[src/rtl/hdm_regs_pkg.sv]
package hdm_regs_pkg;

    typedef enum logic [1:0] {
        TGT_CAP   = 2'd0,
        TGT_GCTRL = 2'd1,
        TGT_DEC   = 2'd2,
        TGT_NONE  = 2'd3
    } tgt_e;

    // Order matches word position inside a decoder slot.
    typedef enum logic [2:0] {
        FLD_BASE_LO = 3'd0,
        FLD_BASE_HI = 3'd1,
        FLD_SIZE_LO = 3'd2,
        FLD_SIZE_HI = 3'd3,
        FLD_CTRL    = 3'd4,
        FLD_TGT_LO  = 3'd5,
        FLD_TGT_HI  = 3'd6,
        FLD_NONE    = 3'd7
    } fld_e;

    localparam int          NUM_FLD       = 7;
    localparam int          SLOT_BASE     = 16;
    localparam int          SLOT_SHIFT    = 5;
    localparam logic [31:0] MASK_LOW      = 32'hF000_0000;
    localparam logic [31:0] MASK_FULL     = 32'hFFFF_FFFF;
    localparam logic [31:0] MASK_CTRL     = 32'h0000_13FF;
    localparam logic [31:0] MASK_GCTRL    = 32'h0000_0003;
    localparam int          CTRL_REQ_BIT  = 9;
    localparam int          CTRL_DONE_BIT = 10;
    localparam int          CTRL_ERR_BIT  = 11;

    function automatic logic [3:0] count_code(input int n);
        case (n)
            1:  return 4'h0;
            2:  return 4'h1;
            4:  return 4'h2;
            6:  return 4'h3;
            8:  return 4'h4;
            10: return 4'h5;
            12: return 4'h6;
            14: return 4'h7;
            16: return 4'h8;
            20: return 4'h9;
            24: return 4'hA;
            28: return 4'hB;
            32: return 4'hC;
            default: return 4'h0;
        endcase
    endfunction

    function automatic logic [31:0] cap_word(input int n);
        logic [31:0] w;
        w        = '0;
        w[3:0]   = count_code(n);
        w[7:4]   = 4'd1;
        w[8]     = 1'b1;
        w[9]     = 1'b1;
        w[10]    = 1'b0;
        return w;
    endfunction

    function automatic logic [31:0] fld_mask(input int f, input logic [31:0] tgt_lo_mask);
        case (f)
            0, 2:    return MASK_LOW;
            4:       return MASK_CTRL;
            5:       return tgt_lo_mask;
            default: return MASK_FULL;
        endcase
    endfunction

endpackage

[src/rtl/hdm_addr_decode.sv]
module hdm_addr_decode
    import hdm_regs_pkg::*;
#(
    parameter int ADDR_W  = 8,
    parameter int NUM_DEC = 4,
    parameter int DEC_W   = 2
) (
    input  logic [ADDR_W-1:0] addr,
    output tgt_e              kind,
    output fld_e              fld,
    output logic [DEC_W-1:0]  idx
);
    logic [ADDR_W-1:0] rel;
    logic [31:0]       slot_n;

    always_comb begin
        kind   = TGT_NONE;
        fld    = FLD_NONE;
        idx    = '0;
        rel    = addr - ADDR_W'(SLOT_BASE);
        slot_n = 32'(rel >> SLOT_SHIFT);
        if (addr[1:0] == 2'b00) begin
            if (addr < ADDR_W'(SLOT_BASE)) begin
                if (addr[3:2] == 2'd0)      kind = TGT_CAP;
                else if (addr[3:2] == 2'd1) kind = TGT_GCTRL;
            end else if (slot_n < 32'(NUM_DEC) && rel[4:2] != 3'd7) begin
                kind = TGT_DEC;
                fld  = fld_e'(rel[4:2]);
                idx  = DEC_W'(slot_n);
            end
        end
    end
endmodule

[src/rtl/hdm_dec_slot.sv]
module hdm_dec_slot
    import hdm_regs_pkg::*;
#(
    parameter logic [31:0] TGT_LO_MASK = 32'hF000_0000
) (
    input  logic        clk,
    input  logic        rst,
    input  logic        wr_en,
    input  fld_e        fld,
    input  logic [31:0] wdata,
    output logic [31:0] rd_data
);
    logic [31:0] field_q [NUM_FLD];

    for (genvar f = 0; f < NUM_FLD; f++) begin : g_fld
        localparam logic [31:0] MASK = fld_mask(f, TGT_LO_MASK);
        logic [31:0] q;
        logic [31:0] merged;

        always_comb begin
            merged = (wdata & MASK) | (q & ~MASK);
            if (f == int'(FLD_CTRL)) begin
                merged[CTRL_DONE_BIT] = merged[CTRL_REQ_BIT];
                merged[CTRL_ERR_BIT]  = 1'b0;
            end
        end

        always_ff @(posedge clk) begin
            if (rst)                             q <= '0;
            else if (wr_en && fld == fld_e'(f))  q <= merged;
        end

        assign field_q[f] = q;
    end

    assign rd_data = (fld == FLD_NONE) ? 32'h0 : field_q[fld];

    AST_COMMIT_SETS_DONE: assert property (@(posedge clk) disable iff (rst)
        (wr_en && fld == FLD_CTRL && wdata[CTRL_REQ_BIT])
        |=> (field_q[FLD_CTRL][CTRL_DONE_BIT] && !field_q[FLD_CTRL][CTRL_ERR_BIT]));
    AST_UNCOMMIT_CLEARS: assert property (@(posedge clk) disable iff (rst)
        (wr_en && fld == FLD_CTRL && !wdata[CTRL_REQ_BIT])
        |=> (!field_q[FLD_CTRL][CTRL_DONE_BIT] && !field_q[FLD_CTRL][CTRL_ERR_BIT]));
    AST_BASE_LO_RO_HELD: assert property (@(posedge clk) disable iff (rst)
        (wr_en && fld == FLD_BASE_LO)
        |=> (field_q[FLD_BASE_LO][27:0] == $past(field_q[FLD_BASE_LO][27:0])));
endmodule

[src/rtl/hdm_reg_bank.sv]
module hdm_reg_bank
    import hdm_regs_pkg::*;
#(
    parameter int ADDR_W          = 8,
    parameter int NUM_DEC         = 4,
    parameter bit DEV_IS_ENDPOINT = 1'b1
) (
    input  logic              clk,
    input  logic              rst,
    input  logic              req_valid,
    input  logic              req_write,
    input  logic              req_wide,
    input  logic [ADDR_W-1:0] req_addr,
    input  logic [31:0]       req_wdata,
    output logic              rsp_valid,
    output logic [31:0]       rsp_rdata
);
    localparam int          DEC_W       = (NUM_DEC > 1) ? $clog2(NUM_DEC) : 1;
    localparam logic [31:0] TGT_LO_MASK = DEV_IS_ENDPOINT ? MASK_LOW : MASK_FULL;
    localparam logic [31:0] CAP_VALUE   = cap_word(NUM_DEC);

    tgt_e             kind;
    fld_e             fld;
    logic [DEC_W-1:0] idx;
    logic             wr_ok;
    logic             rd_ok;
    logic [31:0]      gctrl_q;
    logic [31:0]      slot_rd [NUM_DEC];
    logic [31:0]      rd_sel;

    hdm_addr_decode #(.ADDR_W(ADDR_W), .NUM_DEC(NUM_DEC), .DEC_W(DEC_W)) u_dec (
        .addr (req_addr),
        .kind (kind),
        .fld  (fld),
        .idx  (idx)
    );

    assign wr_ok = req_valid && req_write && !req_wide;
    assign rd_ok = req_valid && !req_write;

    for (genvar i = 0; i < NUM_DEC; i++) begin : g_slot
        hdm_dec_slot #(.TGT_LO_MASK(TGT_LO_MASK)) u_slot (
            .clk     (clk),
            .rst     (rst),
            .wr_en   (wr_ok && kind == TGT_DEC && idx == DEC_W'(i)),
            .fld     (fld),
            .wdata   (req_wdata),
            .rd_data (slot_rd[i])
        );
    end

    always_ff @(posedge clk) begin
        if (rst)                             gctrl_q <= '0;
        else if (wr_ok && kind == TGT_GCTRL) gctrl_q <= (req_wdata & MASK_GCTRL) | (gctrl_q & ~MASK_GCTRL);
    end

    always_comb begin
        case (kind)
            TGT_CAP:   rd_sel = CAP_VALUE;
            TGT_GCTRL: rd_sel = gctrl_q;
            TGT_DEC:   rd_sel = slot_rd[idx];
            default:   rd_sel = 32'h0;
        endcase
    end

    always_ff @(posedge clk) begin
        if (rst) begin
            rsp_valid <= 1'b0;
            rsp_rdata <= '0;
        end else begin
            rsp_valid <= rd_ok;
            if (rd_ok) rsp_rdata <= req_wide ? 32'h0 : rd_sel;
        end
    end

    AST_WIDE_WRITE_INERT: assert property (@(posedge clk) disable iff (rst)
        (req_valid && req_write && req_wide) |=> $stable(gctrl_q));
    AST_WIDE_READ_ZERO: assert property (@(posedge clk) disable iff (rst)
        (req_valid && !req_write && req_wide) |=> (rsp_rdata == 32'h0));
    AST_GCTRL_UPPER_ZERO: assert property (@(posedge clk) disable iff (rst)
        (gctrl_q[31:2] == 30'h0));
    AST_RSP_ONE_CYCLE: assert property (@(posedge clk) disable iff (rst)
        rd_ok |=> rsp_valid);
    AST_NO_RSP_ON_WRITE: assert property (@(posedge clk) disable iff (rst)
        (req_valid && req_write) |=> !rsp_valid);
endmodule

[config.mk]
export PLATFORM = sky130hd
export DESIGN_NAME = hdm_reg_bank
export DESIGN_NICKNAME = d
export VERILOG_FILES = /design/src/rtl/hdm_regs_pkg.sv /design/src/rtl/hdm_addr_decode.sv /design/src/rtl/hdm_dec_slot.sv /design/src/rtl/hdm_reg_bank.sv
export SDC_FILE = /design/constraint.sdc
export NUM_CORES = 1
export LEC_CHECK = 0
export BUFFER_PORTS_ARGS = -buffer_cell sky130_fd_sc_hd__buf_2
export CELL_PAD_IN_SITES_DETAIL_PLACEMENT = 0
export CELL_PAD_IN_SITES_GLOBAL_PLACEMENT = 1
export CORE_ASPECT_RATIO = 1.25
export CORE_UTILIZATION = 42
export DETAILED_ROUTE_END_ITERATION = 8
export PLACE_DENSITY_LB_ADDON = 0.1
export RECOVER_POWER = 25
export SYNTH_ARGS = -nofsm -noshare
export SYNTH_HDL_FRONTEND = slang
export SYNTH_SLANG_ARGS = --single-unit
[constraint.sdc]
create_clock -name clk -period 3.1 [get_ports clk]
set_input_delay 0.465 -clock clk [delete_from_list [all_inputs] [get_ports clk]]
set_output_delay 0.465 -clock clk [all_outputs]
set_load 0.1 [all_outputs]
==> After elaboration in Yosys (flattened, before gate mapping) <==
Cells that the tools add are included.
{ "classes": {"eq_ne": 14, "mux": 32, "addsub": 1, "n_lt_le_gt_ge": 4, "bitwise": 19, "n_reduce_logical": 45} }
{ "ops": {"columns": ["operator", "count"], "rows": [
  ["$mux 32", 15],
  ["$bmux 32 s3", 4],
  ["$or 32x28->32", 12],
  ["$or 13x32->32", 4],
  ["$pmux 32 s3", 1],
  ["$bmux 32 s2", 1],
  ["$logic_and 1x1->1", 38],
  ["$or 2x32->32", 1],
  ["$mux 2", 7],
  ["$eq 3x3->1 const B", 4],
  ["$mux 3", 3],
  ["$logic_not 2->1", 4],
  ["$lt 8x5->1 const B", 1],
  ["$sub 8x5->8 const B", 1],
  ["$eq 2x1->1 const B", 3],
  ["$eq 2x2->1 const B", 3],
  ["$eq 3x2->1 const B", 2],
  ["$ge 4x4->1 const B", 1],
  ["$not 3->4", 1],
  ["$eq 3x1->1 const B", 1],
  ["$ge 3x3->1 const B", 1],
  ["$logic_not 3->1", 1],
  ["$lt 3x3->1 const B", 1],
  ["$ne 3x3->1 const B", 1],
  ["3 further kinds", 4]
]} }
{ "totals": {"output_inout_bits": 33, "register_bits": 957, "word_cells": 146} }

==> Longest topological paths before layout <==
{ "logic_depth": {"ltp_word": 16, "mapped_depth": 13, "mapped_depth_nobuf": 8} }

==> Modules after synthesis <==
From an unflattened synthesis, not the netlist that was laid out.
{ "unflattened": {"hier_cells": 2684, "area_unflattened_um2": 22745.6} }
{ "by_module_without_submodules": {"columns": ["module", "cells_each", "seq_area_each_um2", "area_each_um2", "n_inst"], "rows": [
  ["hdm_dec_slot", 629, 2382.3, 5146.2, 4],
  ["hdm_reg_bank", 149, 700.7, 2025.7, 1],
  ["hdm_addr_decode", 19, 0.0, 135.1, 1]
]} }

==> Worst setup path after synthesis <==
No wires, ideal clock.
{ "synth_path": {"path_kind": "input-to-reg", "from": "input req_addr[4]", "to": "register rsp_rdata[26]", "setup_slack_ps": 210, "cell_stages": 13, "t_arrival_ps": 2760, "setup_ps": 130, "path_cell_list": "clkbuf_1 inv_1 ha_1 clkbuf_1 xnor2_1 nor3_1 nand2_1 clkbuf_1 buf_2 clkbuf_1 nand3b_1 o2111ai_1 o211ai_1"} }
{ "synth_via": {"elab_chain_cells": 16} }
{ "synth_lines": {"columns": ["element", "line", "rtl"], "rows": [
  ["start: declaration", "hdm_reg_bank.sv:13", "input logic [ADDR_W-1:0] req_addr,"],
  ["$sub 8x5->8", "hdm_addr_decode.sv:20", "rel = addr - ADDR_W'(SLOT_BASE);"],
  ["$lt 3x3->1 or $ne 3x3->1 (tied branches)", "hdm_addr_decode.sv:26", "end else if (slot_n < 32'(NUM_DEC) && rel[4:2] != 3'd7) begin"],
  ["$logic_and 1x1->1", "hdm_addr_decode.sv:26", null],
  ["$mux 3", "hdm_addr_decode.sv:26", null],
  ["$mux 3", "hdm_addr_decode.sv:23", "if (addr < ADDR_W'(SLOT_BASE)) begin"],
  ["$mux 3", "hdm_addr_decode.sv:22", "if (addr[1:0] == 2'b00) begin"],
  ["$not 3->4 (implied by the code)", "hdm_dec_slot.sv:36", "assign rd_data = (fld == FLD_NONE) ? 32'h0 : field_q[fld];"],
  ["$bmux 32 s3", "hdm_dec_slot.sv:36", null],
  ["$mux 32 (implied by the code) (2 in series)", "hdm_dec_slot.sv:36", null],
  ["$mux 32", "hdm_dec_slot.sv:36", null],
  ["$bmux 32 s2", "hdm_reg_bank.sv:61", "TGT_DEC: rd_sel = slot_rd[idx];"],
  ["$mux 32 (implied by the code) (2 in series)", "hdm_reg_bank.sv:61", null],
  ["$pmux 32 s3 (*)", "hdm_reg_bank.sv:58", "case (kind)"],
  ["$mux 32 (*)", "hdm_reg_bank.sv:72", "if (rd_ok) rsp_rdata <= req_wide ? 32'h0 : rd_sel;"],
  ["end signal: assignment", "hdm_reg_bank.sv:72", null],
  ["end: declaration", "hdm_reg_bank.sv:16", "output logic [31:0] rsp_rdata"]
]} }
Every way passes the cells marked *; elsewhere a longest branch is shown, timed or not. The select of a mux whose other input is x is not followed.
A chain may end at the register's enable or synchronous reset.

==> Worst setup path after layout <==
{ "layout_path": {"from": "input req_addr[4]", "to": "register g_slot[2].u_slot.g_fld[1].q[5]"} }
{ "layout_via": {"elab_chain_cells": 10} }
{ "layout_lines": {"columns": ["element", "line", "rtl"], "rows": [
  ["$sub 8x5->8", "hdm_addr_decode.sv:20", null],
  ["$lt 3x3->1 or $ne 3x3->1 (tied branches)", "hdm_addr_decode.sv:26", null],
  ["$logic_and 1x1->1", "hdm_addr_decode.sv:26", null],
  ["$mux 1", "hdm_addr_decode.sv:26", null],
  ["$mux 2", "hdm_addr_decode.sv:23", null],
  ["$mux 2", "hdm_addr_decode.sv:22", null],
  ["$eq 2x2->1", "hdm_reg_bank.sv:45", ".wr_en (wr_ok && kind == TGT_DEC && idx == DEC_W'(i)),"],
  ["$logic_and 1x1->1 (2 in series)", "hdm_reg_bank.sv:45", null],
  ["$logic_and 1x1->1 (*)", "hdm_dec_slot.sv:30", "else if (wr_en && fld == fld_e'(f)) q <= merged;"],
  ["end signal: assignment", "hdm_dec_slot.sv:30", null],
  ["end: declaration", "hdm_dec_slot.sv:17", "logic [31:0] q;"]
]} }
Every way passes the cells marked *; elsewhere a longest branch is shown, timed or not.

==> run_results.csv <==
group,metric,value,unit
die,num_io_pins,78,
layout,final_core_util,49.9,%
yosys,yosysSeqAreaShare,44.9,%
timing,setup_viol,0,
layout,drive_above_1_share,12.4,%
timing,rsz0062_at_grt,"no",
worst_hold_path,min_path_type,"in -> reg",
yosys,synth.avg_cell_area,7.63,sq um
global_routing,grt_pass1_vias,21654,
clock_tree,root_buffer,"clkbuf_16",
worst_setup_path,path_class,"in -> reg",
timing,hold_viol_final,0,
clock_tree,h-tree-depth,2,
die,die_area,55200,sq um
placed_design,post-place-cells,3690,
timing,timing.fmax,0.344,GHz
placed_design,portBuffers,77,
route,drc,0,
power_and_ir_drop,powerDensity,547,nW/um^2
route,via_per_inst,5.92,
timing,final.setup.tns,0,ns
die,start_util,42.4,%
route,vias,22466,
clock_tree,numClockSinks,511,
timing,drv_slew,80,
worst_setup_path,slowest_stage,"or3_1",
route,post_drt_wl_per_cell,24.7,microns
worst_setup_path,start_kind,"input port",
worst_setup_path,cp_slowest_stage_delay,0.57,ns
yosys,yosys_warnings,0,
die,die_h,263,microns
yosys,async_flop_share,0,%
route,drtIter0Drc,2385,
power_and_ir_drop,power_frac_comb,6.4,%
yosys,synth_cell_types,82,
route,routed_wl,93800,microns
yosys,synthesis.nets,3035,
worst_setup_path,worstPathCellList,"clkbuf_1, inv_1, ha_1, clkbuf_1, o311a_2, buf_12, or3_1, nor2_1, clkbuf_4, nand2_1, a21oi_1",
route,firstDrtPassIters,5,
yosys,synth_flop_cell,"dfxtp_1",
clock_tree,ctsResizeCount,0,
flow_run,max-cap-violations,1,
die,row_count,95,
worst_setup_path,reg2reg_slack,1.51,ns
global_routing,grt_use_total,33.7,%
global_routing,grt_max_degree,212,
timing,fin_skew,0.0178,ns
power_and_ir_drop,p_int,0.0111,W
worst_setup_path,reg2reg_depth,6,
clock_tree,postCtsSetupBuffers,0,
yosys,ys_seq_elements,511,
timing,fin_crit,2.91,ns
clock_tree,cts_tree,"yes",
run_status,status,"finished, violations left",
power_and_ir_drop,p_leak,9.01,nW
timing,max_slew_margin,-13.0,%
layout,finalNetCount,3066,
clock_tree,insertion_delay,0.63,ns
yosys,netlist_area,22800,sq um
global_routing,antenna_found_initial,4,
die,core,53700,sq um
global_routing,overflow,0,
layout,stdcell_count,3792,
timing,period_share,93.8,%
clock_tree,cts_buffers,55,
layout,num_antenna_cells,0,
yosys,synth_edf_count,0,
clock_tree,ctsHoldBuffers,0,
power_and_ir_drop,peakVddDrop,422,uV
die,chipWidth,210,microns
clock_tree,path_clk_slew,0.06,ns
power_and_ir_drop,switching_share,24.1,%
worst_setup_path,critPathMaxFanout,25,
route,ant_nets,0,
placed_design,gp_congestion,0.959,
placed_design,dp_hpwl,60900,microns
worst_setup_path,worstSetupEndpointType,"flop",
timing,hold-worst-slack,0.190,ns
worst_setup_path,cp.required,3.62,ns
worst_setup_path,critPathMostFrequentCell,"clkbuf_1",
power_and_ir_drop,p_seq_share,44.8,%
timing,worstMarginPinSlew,1.69,ns
clock_tree,clk_path_buf_depth,3,
worst_setup_path,critPathArrivalTime,3.43,ns
global_routing,grt_pass1_wl,141000,microns
yosys,syn_inst,2989,
layout,syn2layout_area_growth,17.6,%
power_and_ir_drop,clkPwrFrac,48.8,%
worst_hold_path,hold-path-cell-count,3,
run_status,failed_checks,"max-capacitance violations, max-slew violations",
power_and_ir_drop,p_sw,0.00353,W
[cell usage after synthesis, types with 14 or more instances]
library cell / number / area (sq um)
inv_1: 15 / 56.3
a22o_1: 19 / 166
a211oi_1: 20 / 150
nor3_1: 39 / 195
a31oi_1: 14 / 87.6
nor2_1: 89 / 334
buf_2: 79 / 395
mux2_2: 18 / 203
clkbuf_1: 189 / 709
a221oi_1: 24 / 210
nand2_1: 983 / 3690
o21ai_0: 38 / 190
a21oi_1: 501 / 2510
a22oi_1: 36 / 270
nand3_1: 51 / 255
o221ai_1: 14 / 123
a32oi_1: 26 / 228
dfxtp_1: 511 / 10200
mux2i_1: 68 / 681
o22ai_1: 16 / 100
[area by class of cell]
class	count	area (sq um)
Fill cell	5318	26900
Multi-Input combinational cell	2179	11400
Sequential cell	511	10200
Timing Repair Buffer	258	2210
Clock buffer	84	1690
Tap cell	727	910
Clock inverter	18	284
Inverter	15	56.3
[per-stage QoR]
stage	instance area [sq um]	setup slack [ns]	power, W
global placement	25000	-0.248	0.00763
floorplan	22800	0.210	0.00721
CTS	26900	0.351	0.0147
global route	26800	0.0913	0.0151
detailed placement	25000	-0.277	0.00763
finish	26800	0.193	0.0147
[worst max-delay path: cells and delay by family]
kind / cells / cell delay [ns]
AO/OA/AOI/OAI: 2 / 0.69
AND/OR/NAND/NOR: 3 / 0.89
adder cells (fa/ha/maj): 1 / 0.24
buffers and inverters: 5 / 1.12
[layer usage]
layer  vias up  global-route usage [%]  wire (microns)  part of all wire, %
met4         8                    12.6            3520                  3.8
met2       872                    56.2           44800                   48
met5         -                       0              49                0.052
met3       203                    4.79            6040                  6.4
li1      10372                       -               -                    -
met1     11011                    44.1           39400                   42
[power groups by stage]
stage	logic [W]	registers, W	clock network (W)
5_1_grt	0.000964	0.00656	0.00755
4_1_cts	0.000919	0.00657	0.00726
2_1_floorplan	0.000485	0.00672	0
3_5_place_dp	0.000916	0.00671	0
3_3_place_gp	0.000915	0.00671	0
6_report	0.000933	0.00657	0.00716
[worst paths after layout]
kind                                    from                         endpoint
max                              req_addr[4]   g_slot[2].u_slot.g_fld[1].q[5]
min                            req_wdata[22]  g_slot[3].u_slot.g_fld[1].q[22]
max reg2reg   g_slot[1].u_slot.g_fld[6].q[0]                     rsp_rdata[0]
min reg2reg  g_slot[2].u_slot.g_fld[1].q[26]  g_slot[2].u_slot.g_fld[1].q[26]
[layout by cell type, fill, tap and decap left out, types with 26 or more instances in the layout]
| master | instances |
|---|---|
| clkbuf_1 | 48 |
| buf_4 | 130 |
| nand3_1 | 51 |
| dfxtp_1 | 511 |
| buf_12 | 42 |
| nor2_1 | 83 |
| nand2_1 | 976 |
| nor3_1 | 38 |
| o21ai_0 | 38 |
| a22oi_1 | 36 |
| clkbuf_16 | 57 |
| mux2i_1 | 68 |
| buf_2 | 43 |
| a32oi_1 | 26 |
| a21oi_1 | 502 |
[state kept, by name, summed over array words and instances, names as in the netlist]
name	cells
g_slot.u_slot.g_fld.q	476
rsp_rdata	32
gctrl_q	2
rsp_valid	1
[kinds of logic (layout without fill, tap and decap cells)]
group	after synthesis	in the layout	synth area share (%)
AND/OR/NAND/NOR	1269	1269	23.1
AO/OA/AOI/OAI	813	813	21.8
flip-flops	511	511	44.9
buffers and inverters	299	375	5.53
multiplexers	94	94	4.66
XOR/XNOR	2	2	0.0768
adder cells (fa/ha/maj)	1	1	0.0549
(Power assumes the default switching activity.)
